File: src/rtl/mbx_pkg.sv
package mbx_pkg;

    typedef enum logic [1:0] {
        ST_IDLE  = 2'd0,
        ST_FETCH = 2'd1,
        ST_RUN   = 2'd2,
        ST_DONE  = 2'd3
    } mbx_state_e;

    typedef enum logic [1:0] {
        FP_IDLE = 2'd0,
        FP_REQ  = 2'd1,
        FP_WAIT = 2'd2,
        FP_PUSH = 2'd3
    } fetch_phase_e;

    localparam int IDX_STATUS  = 0;
    localparam int IDX_LENGTH  = 1;
    localparam int IDX_CODE    = 2;
    localparam int IDX_PARAM0  = 4;
    localparam int STS_ERR_BIT = 2;
    localparam int STS_IRQ_BIT = 3;

endpackage

File: src/rtl/mbx_regs.sv
module mbx_regs
    import mbx_pkg::*;
#(
    parameter int AW        = 3,
    parameter int NUM_PARAM = 4,
    parameter int LEN_W     = 16
) (
    input  logic                      clk,
    input  logic                      rst_n,
    input  logic                      host_wr,
    input  logic [AW-1:0]             host_addr,
    input  logic [31:0]               host_wdata,
    input  mbx_state_e                state,
    output logic [31:0]               host_rdata,
    output logic [LEN_W-1:0]          length,
    output logic [31:0]               code_addr,
    output logic [32*NUM_PARAM-1:0]   eng_param,
    output logic                      launch,
    output logic                      clr_done
);

    typedef struct packed {
        logic [LEN_W-1:0]                len;
        logic [31:0]                     code;
        logic                            err;
        logic [NUM_PARAM-1:0][31:0]      par;
    } regs_t;

    regs_t regs_d, regs_q;

    always_comb begin
        regs_d   = regs_q;
        launch   = 1'b0;
        clr_done = 1'b0;
        if (host_wr) begin
            if (int'(host_addr) == IDX_STATUS) begin
                if (host_wdata[STS_ERR_BIT]) begin
                    regs_d.err = 1'b0;
                end
                clr_done = host_wdata[STS_IRQ_BIT];
            end
            if (int'(host_addr) == IDX_LENGTH) begin
                regs_d.len = host_wdata[LEN_W-1:0];
            end
            if (int'(host_addr) == IDX_CODE) begin
                if (state == ST_IDLE) begin
                    regs_d.code = host_wdata;
                    launch      = 1'b1;
                end else begin
                    regs_d.err  = 1'b1;
                end
            end
            for (int i = 0; i < NUM_PARAM; i++) begin
                if (int'(host_addr) == IDX_PARAM0 + i) begin
                    regs_d.par[i] = host_wdata;
                end
            end
        end
    end

    always_ff @(posedge clk or negedge rst_n) begin
        if (!rst_n) begin
            regs_q <= '0;
        end else begin
            regs_q <= regs_d;
        end
    end

    always_comb begin
        host_rdata = '0;
        if (int'(host_addr) == IDX_STATUS) begin
            host_rdata = {28'd0, state == ST_DONE, regs_q.err, state};
        end
        if (int'(host_addr) == IDX_LENGTH) begin
            host_rdata = 32'(regs_q.len);
        end
        if (int'(host_addr) == IDX_CODE) begin
            host_rdata = regs_q.code;
        end
        for (int i = 0; i < NUM_PARAM; i++) begin
            if (int'(host_addr) == IDX_PARAM0 + i) begin
                host_rdata = regs_q.par[i];
            end
        end
    end

    for (genvar g = 0; g < NUM_PARAM; g++) begin : g_param
        assign eng_param[32*g +: 32] = regs_q.par[g];
    end

    assign length    = regs_q.len;
    assign code_addr = regs_q.code;

endmodule

File: src/rtl/mbx_fetch.sv
module mbx_fetch
    import mbx_pkg::*;
#(
    parameter int LEN_W = 16
) (
    input  logic              clk,
    input  logic              rst_n,
    input  logic              go,
    input  logic [31:0]       base,
    input  logic [LEN_W-1:0]  len,
    output logic              mem_req_valid,
    input  logic              mem_req_ready,
    output logic [31:0]       mem_req_addr,
    input  logic              mem_rsp_valid,
    input  logic [31:0]       mem_rsp_data,
    output logic              load_valid,
    input  logic              load_ready,
    output logic [31:0]       load_data,
    output logic              last_accept
);

    localparam logic [LEN_W-1:0] ONE_WORD  = LEN_W'(1);
    localparam logic [31:0]      WORD_STEP = 32'd4;

    typedef struct packed {
        fetch_phase_e      phase;
        logic [31:0]       addr;
        logic [LEN_W-1:0]  left;
        logic [31:0]       data;
    } fetch_t;

    fetch_t f_d, f_q;

    always_comb begin
        f_d         = f_q;
        last_accept = 1'b0;
        case (f_q.phase)
            FP_IDLE: begin
                if (go) begin
                    f_d.addr  = base;
                    f_d.left  = len;
                    f_d.phase = FP_REQ;
                end
            end
            FP_REQ: begin
                if (mem_req_ready) begin
                    f_d.phase = FP_WAIT;
                end
            end
            FP_WAIT: begin
                if (mem_rsp_valid) begin
                    f_d.data  = mem_rsp_data;
                    f_d.phase = FP_PUSH;
                end
            end
            FP_PUSH: begin
                if (load_ready) begin
                    f_d.left = f_q.left - ONE_WORD;
                    if (f_q.left == ONE_WORD) begin
                        last_accept = 1'b1;
                        f_d.phase   = FP_IDLE;
                    end else begin
                        f_d.addr  = f_q.addr + WORD_STEP;
                        f_d.phase = FP_REQ;
                    end
                end
            end
            default: f_d.phase = FP_IDLE;
        endcase
    end

    always_ff @(posedge clk or negedge rst_n) begin
        if (!rst_n) begin
            f_q <= '0;
        end else begin
            f_q <= f_d;
        end
    end

    assign mem_req_valid = (f_q.phase == FP_REQ);
    assign mem_req_addr  = f_q.addr;
    assign load_valid    = (f_q.phase == FP_PUSH);
    assign load_data     = f_q.data;

endmodule

File: src/rtl/mbx_seq.sv
module mbx_seq
    import mbx_pkg::*;
(
    input  logic       clk,
    input  logic       rst_n,
    input  logic       launch,
    input  logic       zero_len,
    input  logic       fetch_last,
    input  logic       eng_done,
    input  logic       clr_done,
    output mbx_state_e state,
    output logic       eng_start,
    output logic       irq
);

    typedef struct packed {
        mbx_state_e st;
        logic       start;
    } seq_t;

    seq_t s_d, s_q;

    always_comb begin
        s_d       = s_q;
        s_d.start = 1'b0;
        case (s_q.st)
            ST_IDLE: begin
                if (launch) begin
                    if (zero_len) begin
                        s_d.st    = ST_RUN;
                        s_d.start = 1'b1;
                    end else begin
                        s_d.st    = ST_FETCH;
                    end
                end
            end
            ST_FETCH: begin
                if (fetch_last) begin
                    s_d.st    = ST_RUN;
                    s_d.start = 1'b1;
                end
            end
            ST_RUN: begin
                if (eng_done) begin
                    s_d.st = ST_DONE;
                end
            end
            ST_DONE: begin
                if (clr_done) begin
                    s_d.st = ST_IDLE;
                end
            end
            default: s_d.st = ST_IDLE;
        endcase
    end

    always_ff @(posedge clk or negedge rst_n) begin
        if (!rst_n) begin
            s_q <= '{st: ST_IDLE, start: 1'b0};
        end else begin
            s_q <= s_d;
        end
    end

    assign state     = s_q.st;
    assign eng_start = s_q.start;
    assign irq       = (s_q.st == ST_DONE);

endmodule

File: src/rtl/mbx_launch_ctrl.sv
module mbx_launch_ctrl
    import mbx_pkg::*;
#(
    parameter int AW        = 3,
    parameter int NUM_PARAM = 4,
    parameter int LEN_W     = 16
) (
    input  logic                     clk,
    input  logic                     rst_n,
    input  logic                     host_wr,
    input  logic [AW-1:0]            host_addr,
    input  logic [31:0]              host_wdata,
    output logic [31:0]              host_rdata,
    output logic                     mem_req_valid,
    input  logic                     mem_req_ready,
    output logic [31:0]              mem_req_addr,
    input  logic                     mem_rsp_valid,
    input  logic [31:0]              mem_rsp_data,
    output logic                     load_valid,
    input  logic                     load_ready,
    output logic [31:0]              load_data,
    output logic                     eng_start,
    input  logic                     eng_done,
    output logic [32*NUM_PARAM-1:0]  eng_param,
    output logic                     irq
);

    mbx_state_e        state_w;
    logic [LEN_W-1:0]  length_w;
    logic [31:0]       code_w;
    logic              launch_w;
    logic              clr_done_w;
    logic              zero_len_w;
    logic              fetch_go_w;
    logic              fetch_last_w;

    assign zero_len_w = (length_w == '0);
    assign fetch_go_w = launch_w && !zero_len_w;

    mbx_regs #(
        .AW        (AW),
        .NUM_PARAM (NUM_PARAM),
        .LEN_W     (LEN_W)
    ) u_regs (
        .clk        (clk),
        .rst_n      (rst_n),
        .host_wr    (host_wr),
        .host_addr  (host_addr),
        .host_wdata (host_wdata),
        .state      (state_w),
        .host_rdata (host_rdata),
        .length     (length_w),
        .code_addr  (code_w),
        .eng_param  (eng_param),
        .launch     (launch_w),
        .clr_done   (clr_done_w)
    );

    mbx_fetch #(
        .LEN_W (LEN_W)
    ) u_fetch (
        .clk           (clk),
        .rst_n         (rst_n),
        .go            (fetch_go_w),
        .base          (host_wdata),
        .len           (length_w),
        .mem_req_valid (mem_req_valid),
        .mem_req_ready (mem_req_ready),
        .mem_req_addr  (mem_req_addr),
        .mem_rsp_valid (mem_rsp_valid),
        .mem_rsp_data  (mem_rsp_data),
        .load_valid    (load_valid),
        .load_ready    (load_ready),
        .load_data     (load_data),
        .last_accept   (fetch_last_w)
    );

    mbx_seq u_seq (
        .clk        (clk),
        .rst_n      (rst_n),
        .launch     (launch_w),
        .zero_len   (zero_len_w),
        .fetch_last (fetch_last_w),
        .eng_done   (eng_done),
        .clr_done   (clr_done_w),
        .state      (state_w),
        .eng_start  (eng_start),
        .irq        (irq)
    );

    logic unused_code;
    assign unused_code = ^code_w;

endmodule

File: config.mk
export PLATFORM = sky130hd
export DESIGN_NAME = mbx_launch_ctrl
export DESIGN_NICKNAME = d
export VERILOG_FILES = /design/src/rtl/mbx_pkg.sv /design/src/rtl/mbx_regs.sv /design/src/rtl/mbx_fetch.sv /design/src/rtl/mbx_seq.sv /design/src/rtl/mbx_launch_ctrl.sv
export SDC_FILE = /design/constraint.sdc
export NUM_CORES = 1
export LEC_CHECK = 0
export CAP_MARGIN = 5
export CORE_UTILIZATION = 32
export CTS_CLUSTER_DIAMETER = 200
export DETAILED_ROUTE_END_ITERATION = 7
export DONT_BUFFER_PORTS = 1
export GPL_TIMING_DRIVEN = 0
export PLACE_DENSITY = 0.49
export SLEW_MARGIN = 5
export SYNTH_ARGS = -nofsm -noshare
export SYNTH_HDL_FRONTEND = slang
export SYNTH_SLANG_ARGS = --single-unit
File: constraint.sdc
create_clock -name clk -period 2.32 [get_ports clk]
set_clock_uncertainty 0.15 [all_clocks]
set_input_delay 0.116 -clock clk [delete_from_list [all_inputs] [get_ports clk]]
set_output_delay 0.116 -clock clk [all_outputs]
set_load 0.03 [all_outputs]
==> run metrics, run 1 <==
Congestion Overflow GR=0; Initial Util=32.66%; worst skew pair latency=around 0.53 ns; CP startpoint kind=register; DRC errors left=0; cts hold-fix bufs=approximately 80; crit end category=register; fraction of the yosys area taken by sequential cells=46.29%; crit path max fanout=7; final setup fails=0; CP max stage delay=0.71 ns; Worst EP required=2.63 ns; Slew @ Worst Pin=0.9836 ns; worst relative slew slack=approximately 34%; All-Layer GR Usage=between 20% and 30%; drt total wl=about 50 mm; first-pass GRT wire length=between 70 and 80 mm; CTS Root Buffer Type=clkbuf_16; DPL Wire Length=about 34 mm; layout cell share with drive strength beyond 1=a little over two fifths; Layout area overhead=22.27%; Tcrit/Tclk final=a little over nine tenths; Post-Syn Area=approximately 0.014 sq mm; mean number of vias per cell=5.200; worst min path class=input pin to asynchronous set/reset pin; vias in the first global route=~11000; failing checks=negative hold slack; RePlAce Congestion=between 0.8 and 0.9; die width=around 210 um; clock buffer depth=3; crit-path cells=nand3_1 > nor3_1 > nand2_1 > a211oi_1 > a2bb2oi_1; number of synthesized flops with an enable pin=0; Mapped Cells=between 1000 and 1500; P per Cell Area=~1400 mW/mm^2; Max Slew Vio Count=0; drt initial violations=713; status=complete, but fails checks; Cell Rows=76; total CTS buffers=34; Setup Slack @ Placement=-0.6432 ns; f_max=roughly 450 MHz; die area=between 0.04 and 0.05 sq mm; largest net degree at the start of global routing=263; initial antenna violation count=3; CTS tree=yes; max_cap viols=0; critical path class=register to register; Top-Level Pins=just over 300; Unique masters post-synth=62; CTS HTree Levels=2; DR WL/cell=around 24 um; Total Nets Final=1469; CTS sink cnt=262; core box area=0.04336 sq mm; final setup margin=approximately 0.11 ns; Async SR Flop Fraction=100.0%; leakage power=about 7.4 nW; DR pass1 iterations=5; Syn Area/Cell=about 11 sq um; Final min period=between 2 and 2.5 ns; Crit-path slowest cell=nor3_1; Final Hold Violating Endpoints=~260; Min Hold Slack=-0.8645 ns; Routed Antenna Nets=0; fin util=roughly 40%; worst vdd ir=approximately 0.6 mV; FF+latch count, synth=approximately 260; Vias=about 10000; Syn Nets=approximately 1400; RSZ-0062 raised after global routing=yes; predominant post-synthesis flop cell=dfrtp_1; fillers=between 4000 and 5000; Worst EP arrival=between 2 and 3 ns; YS warnings=0; die height=212.4 um; I/O Buffers=0; clock slew at reported path FFs=around 0.060 ns
registers in the layout, summed over array words and instances (netlist names):
register and count:
u_fetch.load_data 32, u_fetch.f_q 18, u_seq.state 2, u_fetch.mem_req_addr 32, u_regs.regs_q 1, u_regs.eng_param 128
u_seq.eng_start 1, u_regs.code_addr 32, u_regs.length 16
cell type report:
class / count / area (sq um) / area share (%)
repair buffers: 82 / 813.3 / 4.697
flip-flops and latches: 262 / 6563 / 37.90
plain buffers: 266 / 1831 / 10.57
clock inverters: 12 / 191.4 / 1.105
inverters: 19 / 71.32 / 0.4118
multi-input cells: 722 / 6077 / 35.09
well taps: 585 / 732.0 / 4.227
diodes: 3 / 7.507 / 0.04335
clock buffers: 49 / 1031 / 5.954
synthesized netlist by cell type (all sizes together) (14+ instances only):
master / count / share of area, %
nand2: 61 / 1.6
nand3: 23 / 0.90
o22ai: 30 / 1.3
mux2i: 29 / 2.0
a2bb2oi: 29 / 1.8
o21ai: 53 / 1.9
nor3: 36 / 1.4
a22oi: 25 / 1.3
buf: 235 / 12
a21oi: 36 / 1.3
inv: 18 / 0.48
dfrtp: 262 / 46
a221oi: 14 / 0.87
nor2: 39 / 1.1
mux2: 228 / 18
clkbuf: 33 / 0.87
stage by stage:
stage,TNS [ns],hold slack (ns),cells,power (mW),area (sq um)
6_report,0,-0.8645,2000,23.55,17320
4_1_cts,0,-0.8878,1997,23.45,17150
2_1_floorplan,0,-0.3296,1271,15.19,14160
3_5_place_dp,-29.69,-0.3226,1856,17.16,14890
3_3_place_gp,-29.76,-0.3239,1856,17.06,14890
5_1_grt,-0.04030,-0.8838,1997,24.72,17310
worst max-delay path, delay by kind of cell, from the launching register on:
kind	cells	cell delay (ns)
AOI/OAI and AO/OA	2	0.45
and+or+nand+nor	3	1.08
DFF	1	0.46
path summary, 6_finish.rpt:
path,from,endpoint,slack [ns],depth (start not counted)
worst min register to register,u_regs.code_addr[31]$_DFFE_PN0P_,u_regs.code_addr[31]$_DFFE_PN0P_,0.33,2
worst min-delay path,rst_n,u_regs.code_addr[13]$_DFFE_PN0P_,-0.86,0
worst max-delay path,u_fetch.mem_req_addr[9]$_DFFE_PN0P_,u_fetch.mem_req_addr[13]$_DFFE_PN0P_,0.11,5
max in group asynchronous,rst_n,u_fetch.load_data[18]$_DFFE_PN0P_,2.22,0
worst max register to register,u_fetch.mem_req_addr[9]$_DFFE_PN0P_,u_fetch.mem_req_addr[13]$_DFFE_PN0P_,0.11,5
min in group clk,host_addr[1],u_regs.code_addr[0]$_DFFE_PN0P_,0.02,3
logic make-up after synthesis:
group / Yosys count / synth area share (%)
buffers and inverters: 287 / 13.06
DFF: 262 / 46.29
muxes: 260 / 20.68
AOI/OAI and AO/OA: 234 / 11.04
and+or+nand+nor: 220 / 8.217
adders and majority gates: 8 / 0.7068
placed cells by master (no fill, tap or decap), types with 19 or more instances in the layout:
master         count
nand2_1           60
a21oi_1           26
clkbuf_16         37
buf_4            198
mux2_2           224
nand3_1           22
buf_2             22
clkbuf_2          19
a22oi_1           25
nor2_1            36
o21ai_0           46
nor3_1            31
dlygate4sd3_1     79
mux2i_1           29
a2bb2oi_1         28
clkbuf_1          21
dfrtp_1          257
layer usage:
| metal | global-route usage (%) | share of wire (%) |
|---|---|---|
| met5 | 0 | 0.043 |
| met4 | 6.673 | 2.5 |
| met3 | 4.476 | 6.2 |
| met2 | 34.60 | 47 |
| met1 | 28.66 | 44 |
where the power goes:
part | internal, mW | switching, mW
combinational | 4.16 | 6.05
clock | 3.65 | 2.12
sequential | 6.10 | 1.47
timing repair:
| action | 4_1_cts | 5_1_grt |
|---|---|---|
| gates resized for setup | 61 | 51 |
| endpoints found under the hold margin | 509 | 262 |
| endpoints found under the setup margin | 93 | 93 |
| pin swaps | 3 | 6 |
| setup buffers | 2 | 1 |
No activity file was read; power rests on OpenSTA's default activity.
==> inputs of run 2 (changes only) <==
--- a/config.mk
+++ b/config.mk
@@ -11,7 +11,9 @@
 export DETAILED_ROUTE_END_ITERATION = 7
 export DONT_BUFFER_PORTS = 1
 export GPL_TIMING_DRIVEN = 0
+export MAX_ROUTING_LAYER = met4
 export PLACE_DENSITY = 0.49
+export SETUP_SLACK_MARGIN = 0.5
 export SLEW_MARGIN = 5
 export SYNTH_ARGS = -nofsm -noshare
 export SYNTH_HDL_FRONTEND = slang
==> run metrics, run 2 (same netlist as run 1, synthesis figures left out) <==
Top-Level Pins=302 (unchanged); max FFs per register=128 (unchanged); first-pass GRT wire length=71.53 mm (+0.25%); worst relative slew slack=13.77% (-20 points); worst vdd ir=0.5676 mV (-5.4%); mean number of vias per cell=5.224 (+0.46%); die height=212.4 um (unchanged); DPL Wire Length=33.24 mm (-3.6%); Initial Util=32.66% (unchanged); Final min period=2.145 ns (-0.06668 ns); Vias=10881 (+4.6%); worst skew pair latency=0.55 ns (+0.02 ns); fillers=4104 (-2.5%); layout cell share with drive strength beyond 1=55.64% (+13 points); Worst EP required=2.62 ns (about the same); CTS sink cnt=262 (unchanged); crit end category=register; area of the multi-input gates=0.007056 sq mm (+16%); All-Layer GR Usage=22.22% (+0.78 points); final setup fails=0 (unchanged); worst min path class=input pin to asynchronous set/reset pin; core box area=0.04336 sq mm (unchanged); Max Slew Vio Count=0 (unchanged); Final Hold Violating Endpoints=262 (unchanged); CP startpoint kind=register; total CTS buffers=34 (unchanged); CTS tree=yes; Worst EP arrival=2.45 ns (-0.07 ns); CTS Root Buffer Type=clkbuf_16; RePlAce Congestion=0.8496 (-0.45%); die width=212.4 um (unchanged); P per Cell Area=1340 mW/mm^2 (-1.5%); initial antenna violation count=1 (-2); DRC errors left=0 (unchanged); I/O Buffers=0 (unchanged); Tcrit/Tclk final=92.46% (-2.9 points); register area=0.006580 sq mm (+0.27%); crit path max fanout=8 (+1); Routed Antenna Nets=0 (unchanged); most frequent cells in the layout=buf_4, dfrtp_1, mux2_2; f_max=466.2 MHz (+3.1%); clock slew at reported path FFs=0.06 ns (about the same); Total Nets Final=1558 (+6.1%); largest net degree at the start of global routing=263 (unchanged); clock buffer depth=3 (unchanged); Cell Rows=76 (unchanged); critical path class=register to register; Min Hold Slack=-0.8730 ns (-0.008499 ns); vias in the first global route=10969 (+3.8%); Layout area overhead=35.79%; CTS HTree Levels=2 (unchanged); RSZ-0062 raised after global routing=yes; failing checks=negative hold slack; R2R setup slack=0.17 ns (+0.07 ns); status=complete, but fails checks; DR WL/cell=23.91 um (-2.1%); drt total wl=49.80 mm (+2.0%); die area=0.04510 sq mm (unchanged); Congestion Overflow GR=0 (unchanged); total power=25.76 mW (+9.4%); Slew @ Worst Pin=1.293 ns (+0.3098 ns); drt initial violations=660 (-7.4%); commonest non-fill, non-tap cell in the layout=buf_4; leakage power=8.175 nW (+10%); max_cap viols=0 (unchanged); DR pass1 iterations=6 (+1)
[run 2: changes by cell type in the layout (fill, tap and decap cells not counted), moves of 15 or more]
cell     before  now
o22ai_4       1   16
a22oi_1      25    5
buf_4       198  273
buf_6         6   26
nor3_1       31   16
a22oi_2       0   20
[run 2: area by class of cell]
type	count	area share, %
Antenna cell	1	0.01301
Buffer	268	10.67
Clock buffer	50	5.309
Clock inverter	7	0.3058
Inverter	19	0.4034
Multi-Input combinational cell	722	36.69
Sequential cell	262	34.22
Tap cell	585	3.806
Timing Repair Buffer	169	8.588
[run 2: where the power goes]
| group | leakage (nW) | internal [mW] | switching, mW | total, mW |
|---|---|---|---|---|
| registers | 3.11 | 6.11 | 1.47 | 7.58 |
| clock network | 0.528 | 3.05 | 2.12 | 5.17 |
| logic | 4.54 | 5.98 | 7.04 | 13.0 |
| total | 8.17 | 15.1 | 10.6 | 25.8 |
[run 2: final timing paths]
| path | startpoint | to | cells after the start |
|---|---|---|---|
| max | u_fetch.f_q[80]$_DFFE_PN0P_ | u_fetch.mem_req_addr[6]$_DFFE_PN0P_ | 8 |
| min | rst_n | u_regs.eng_param[101]$_DFFE_PN0P_ | 0 |
| min in group clk | host_addr[1] | u_regs.length[15]$_DFFE_PN0P_ | 3 |
| max in group asynchronous | rst_n | u_fetch.f_q[81]$_DFFE_PN0P_ | 0 |
| max reg2reg | u_fetch.f_q[80]$_DFFE_PN0P_ | u_fetch.mem_req_addr[6]$_DFFE_PN0P_ | 8 |
| min reg2reg | u_regs.code_addr[31]$_DFFE_PN0P_ | u_regs.code_addr[31]$_DFFE_PN0P_ | 2 |
[run 2: metal layers]
metal / share of wire (%) / vias to the layer above / GRT usage (%) / wire, um
met3: 6.6 / 89 / 5.598 / 3304
met1: 42 / 5547 / 27.15 / 20750
li1: - / 4875 / - / -
met5: 0 / - / - / 0
met2: 48 / 370 / 35.11 / 23760
met4: 4.0 / 0 / 8.757 / 1984
[run 2: through the flow]
stage	cells	setup TNS, ns	utilization, %	worst slack (ns)	instance area (sq um)
2_1_floorplan	1271	0	-	0.3782	14390
3_3_place_gp	1856	-18.76	34.86	-0.7592	15120
3_5_place_dp	1856	-19.38	34.86	-0.7628	15120
4_1_cts	2056	0	42.99	0.2074	18640
5_1_grt	2083	0	44.35	0.07352	19230
6_report	2083	0	44.35	0.1749	19230
[run 2: critical path, stage by stage, from the launching register on]
cell and delay, ns:
dfrtp_2 0.43, ha_4 0.24, buf_8 0.16, nand2_1 0.12, a2bb2oi_4 0.22, buf_8 0.15
buf_4 0.13, a211oi_2 0.23, a2bb2oi_1 0.21
[run 2: timing repair]
action,4_1_cts,5_1_grt
cloned,3,4
buffers inserted,70,20
endpoints found under the setup margin,177,135
hold endpoints to repair,510,264
gates resized for setup,271,89
pin swaps,57,37
hold buffers,70,2
==> inputs of run 3 (changes only) <==
--- a/config.mk
+++ b/config.mk
@@ -12,7 +12,7 @@
 export DONT_BUFFER_PORTS = 1
 export GPL_TIMING_DRIVEN = 0
 export MAX_ROUTING_LAYER = met4
-export PLACE_DENSITY = 0.49
+export PLACE_DENSITY = 0.5
 export SETUP_SLACK_MARGIN = 0.5
 export SLEW_MARGIN = 5
 export SYNTH_ARGS = -nofsm -noshare
==> constraint.sdc (replaced) <==
create_clock -name clk -period 1.8 [get_ports clk]
set_clock_uncertainty 0.15 [all_clocks]
set_input_delay 0.09 -clock clk [delete_from_list [all_inputs] [get_ports clk]]
set_output_delay 0.09 -clock clk [all_outputs]
set_load 0.03 [all_outputs]
==> run metrics, run 3 (same netlist as run 1, synthesis figures left out) <==
status=complete, but fails checks; failing checks=negative hold slack, negative setup slack; ant diodes=0 (-1); worst relative slew slack=45.56% (+32 points); setup tns final=-17.93 ns (-17.93 ns); crit end category=register; first-pass GRT wire length=72.08 mm (+0.77%); CTS sink cnt=262 (unchanged); vias in the first global route=10968 (-0.0091%); drt initial violations=752 (+14%); die height=212.4 um (unchanged); Min Hold Slack=-0.9559 ns (-0.08291 ns); Sw Ratio=40.31% (-0.94 points); mean number of vias per cell=5.185 (-0.74%); largest net degree at the start of global routing=263 (unchanged); commonest non-fill, non-tap cell in the layout=buf_4; final setup fails=105 (+105); I/O Buffers=0 (unchanged); Internal=20.39 mW (+35%); max_cap viols=0 (unchanged); CP max stage delay=0.46 ns (+0.03 ns); cts hold-fix bufs=78 (+11%); CP startpoint=u_seq.state[1]$_DFFE_PN0P_; Layout area overhead=43.78%; initial antenna violation count=0 (-1); most frequent cells in the layout=buf_4, dfrtp_1, mux2_4; die area=0.04510 sq mm (unchanged); worst vdd ir=0.9674 mV (+70%); Max Slew Vio Count=0 (unchanged); Worst EP arrival=2.51 ns (+0.06 ns); DR pass1 iterations=6 (unchanged); leakage power=9.063 nW (+11%); Top-Level Pins=302 (unchanged); Vias=10904 (+0.21%); Gate power share=51.9% (+1.4 points); Slew @ Worst Pin=0.8165 ns (-0.4768 ns); f_max=465.1 MHz (-0.23%); total CTS buffers=31 (-8.8%); switching power=13.77 mW (+30%); core box area=0.04336 sq mm (unchanged); crit path max fanout=6 (-2); Seq pwr share=29.0% (-0.4 points); All-Layer GR Usage=22.08% (-0.14 points); DPL Wire Length=33.22 mm (about the same); Reg2Reg Launch Point=u_seq.state[1]$_DFFE_PN0P_; DRC errors left=0 (unchanged); worst min path class=input pin to asynchronous set/reset pin; Final min period=2.150 ns (+0.005007 ns); Total Nets Final=1576 (+1.2%); layout cell share with drive strength beyond 1=57.05% (+1.4 points); Routed Antenna Nets=0 (unchanged); CTS Root Buffer Type=clkbuf_16; Congestion Overflow GR=0 (unchanged); worst skew pair latency=0.59 ns (+0.04 ns); Clock Power Share=19.1% (-1.0 points); RSZ-0062 raised after global routing=yes; final setup margin=-0.3501 ns (-0.5250 ns); Tcrit/Tclk final=119.4% (+27 points); Worst EP required=2.16 ns (-0.46 ns); max FFs per register=128 (unchanged); RePlAce Congestion=0.8512 (+0.19%); critical path class=register to register; Cell Rows=76 (unchanged); Final Hold Violating Endpoints=274 (+4.6%); total power=34.17 mW (+33%); CTS tree=yes; DR WL/cell=23.73 um (-0.74%); Worst path most repeated cell=buf_6; P per Cell Area=1678 mW/mm^2 (+25%); path depth of the worst reg2reg path=7 (-1); Setup Slack @ Placement=-0.5720 ns (+0.1907 ns); clock slew at reported path FFs=0.06 ns (about the same); CP startpoint kind=register; die width=212.4 um (unchanged); crit-path cells=or3b_4 > nor4_4 > a21oi_4 > buf_6 > buf_6 > a21oi_2 > a2bb2oi_1; drt total wl=49.91 mm (+0.21%); clock buffer depth=3 (unchanged); CTS HTree Levels=1 (-1); Crit-path slowest cell=dfrtp_2; Initial Util=32.66% (unchanged)
==> run 3: changes by cell type in the layout (fill, tap and decap cells not counted), sizes merged <==
cell,before,now
buf,330,347
bufbuf,0,2
bufinv,0,3
clkbuf,85,73
clkinv,4,10
diode,1,0
dlymetal6s4s,0,5
inv,20,19
nor2,39,40
==> run 3: timing repair <==
| item | 4_1_cts | 5_1_grt |
|---|---|---|
| buffers inserted | 68 | 33 |
| gates resized for setup | 188 | 168 |
| endpoints found under the setup margin | 355 | 387 |
| cloned | 7 | 4 |
| hold endpoints to repair | 513 | 270 |
| pin swaps | 56 | 41 |
==> run 3: worst paths after layout <==
kind	slack, ns	endpoint
max	-0.35	u_fetch.f_q[46]$_DFFE_PN0P_
max reg2reg	-0.35	u_fetch.f_q[46]$_DFFE_PN0P_
max in group asynchronous	1.73	u_fetch.f_q[35]$_DFFE_PN0P_
min reg2reg	0.33	u_regs.code_addr[2]$_DFFE_PN0P_
min	-0.96	u_regs.eng_param[98]$_DFFE_PN0P_
min in group clk	-0.33	u_seq.state[0]$_DFFE_PN0P_
==> run 3: per-layer routing <==
layer,vias up,part of all wire (%),wire [um],GRT usage (%)
met4,0,2.4,1210,6.202
met5,-,0,0,-
met3,70,5.5,2752,3.737
met2,324,49,24400,35.72
li1,4886,-,-,-
met1,5624,43,21550,28.40
==> run 3: layout make-up <==
class | count | area (sq um)
multi-input cells | 723 | 7555
clock inverters | 15 | 162.7
flip-flops and latches | 262 | 6595
repair buffers | 189 | 1944
plain buffers | 268 | 2405
clock buffers | 42 | 887.1
well taps | 585 | 732.0
inverters | 19 | 81.33
fillers | 4026 | 23000
==> run 3: per-stage QoR <==
stage          instances  utilization, %  instance area [sq um]  hold WS (ns)
6_report            2103           46.96                  20360       -0.9559
5_1_grt             2103           46.96                  20360       -0.9813
4_1_cts             2066           45.05                  19540       -0.9740
3_5_place_dp        1856           37.41                  16220       -0.3486
3_3_place_gp        1856           37.41                  16220       -0.3487
2_1_floorplan       1271               -                  15490       -0.3556
==> run 3: power groups by stage <==
stage	Sequential (mW)	Clock [mW]	Combinational, mW
after CTS	9.75	6.70	16.3
after global placement	9.70	0	13.6
final	9.90	6.54	17.7
after detailed placement	9.76	0	13.7
after global routing	10.1	6.93	18.6
after floorplan	9.17	0	11.7
==> run 3: worst max-delay path, delay by kind of cell, from the launching register on <==
kind	cells	cell delay, ns
compound gates	3	0.41
simple gates	2	0.78
flops	1	0.46
buf+inv	2	0.27
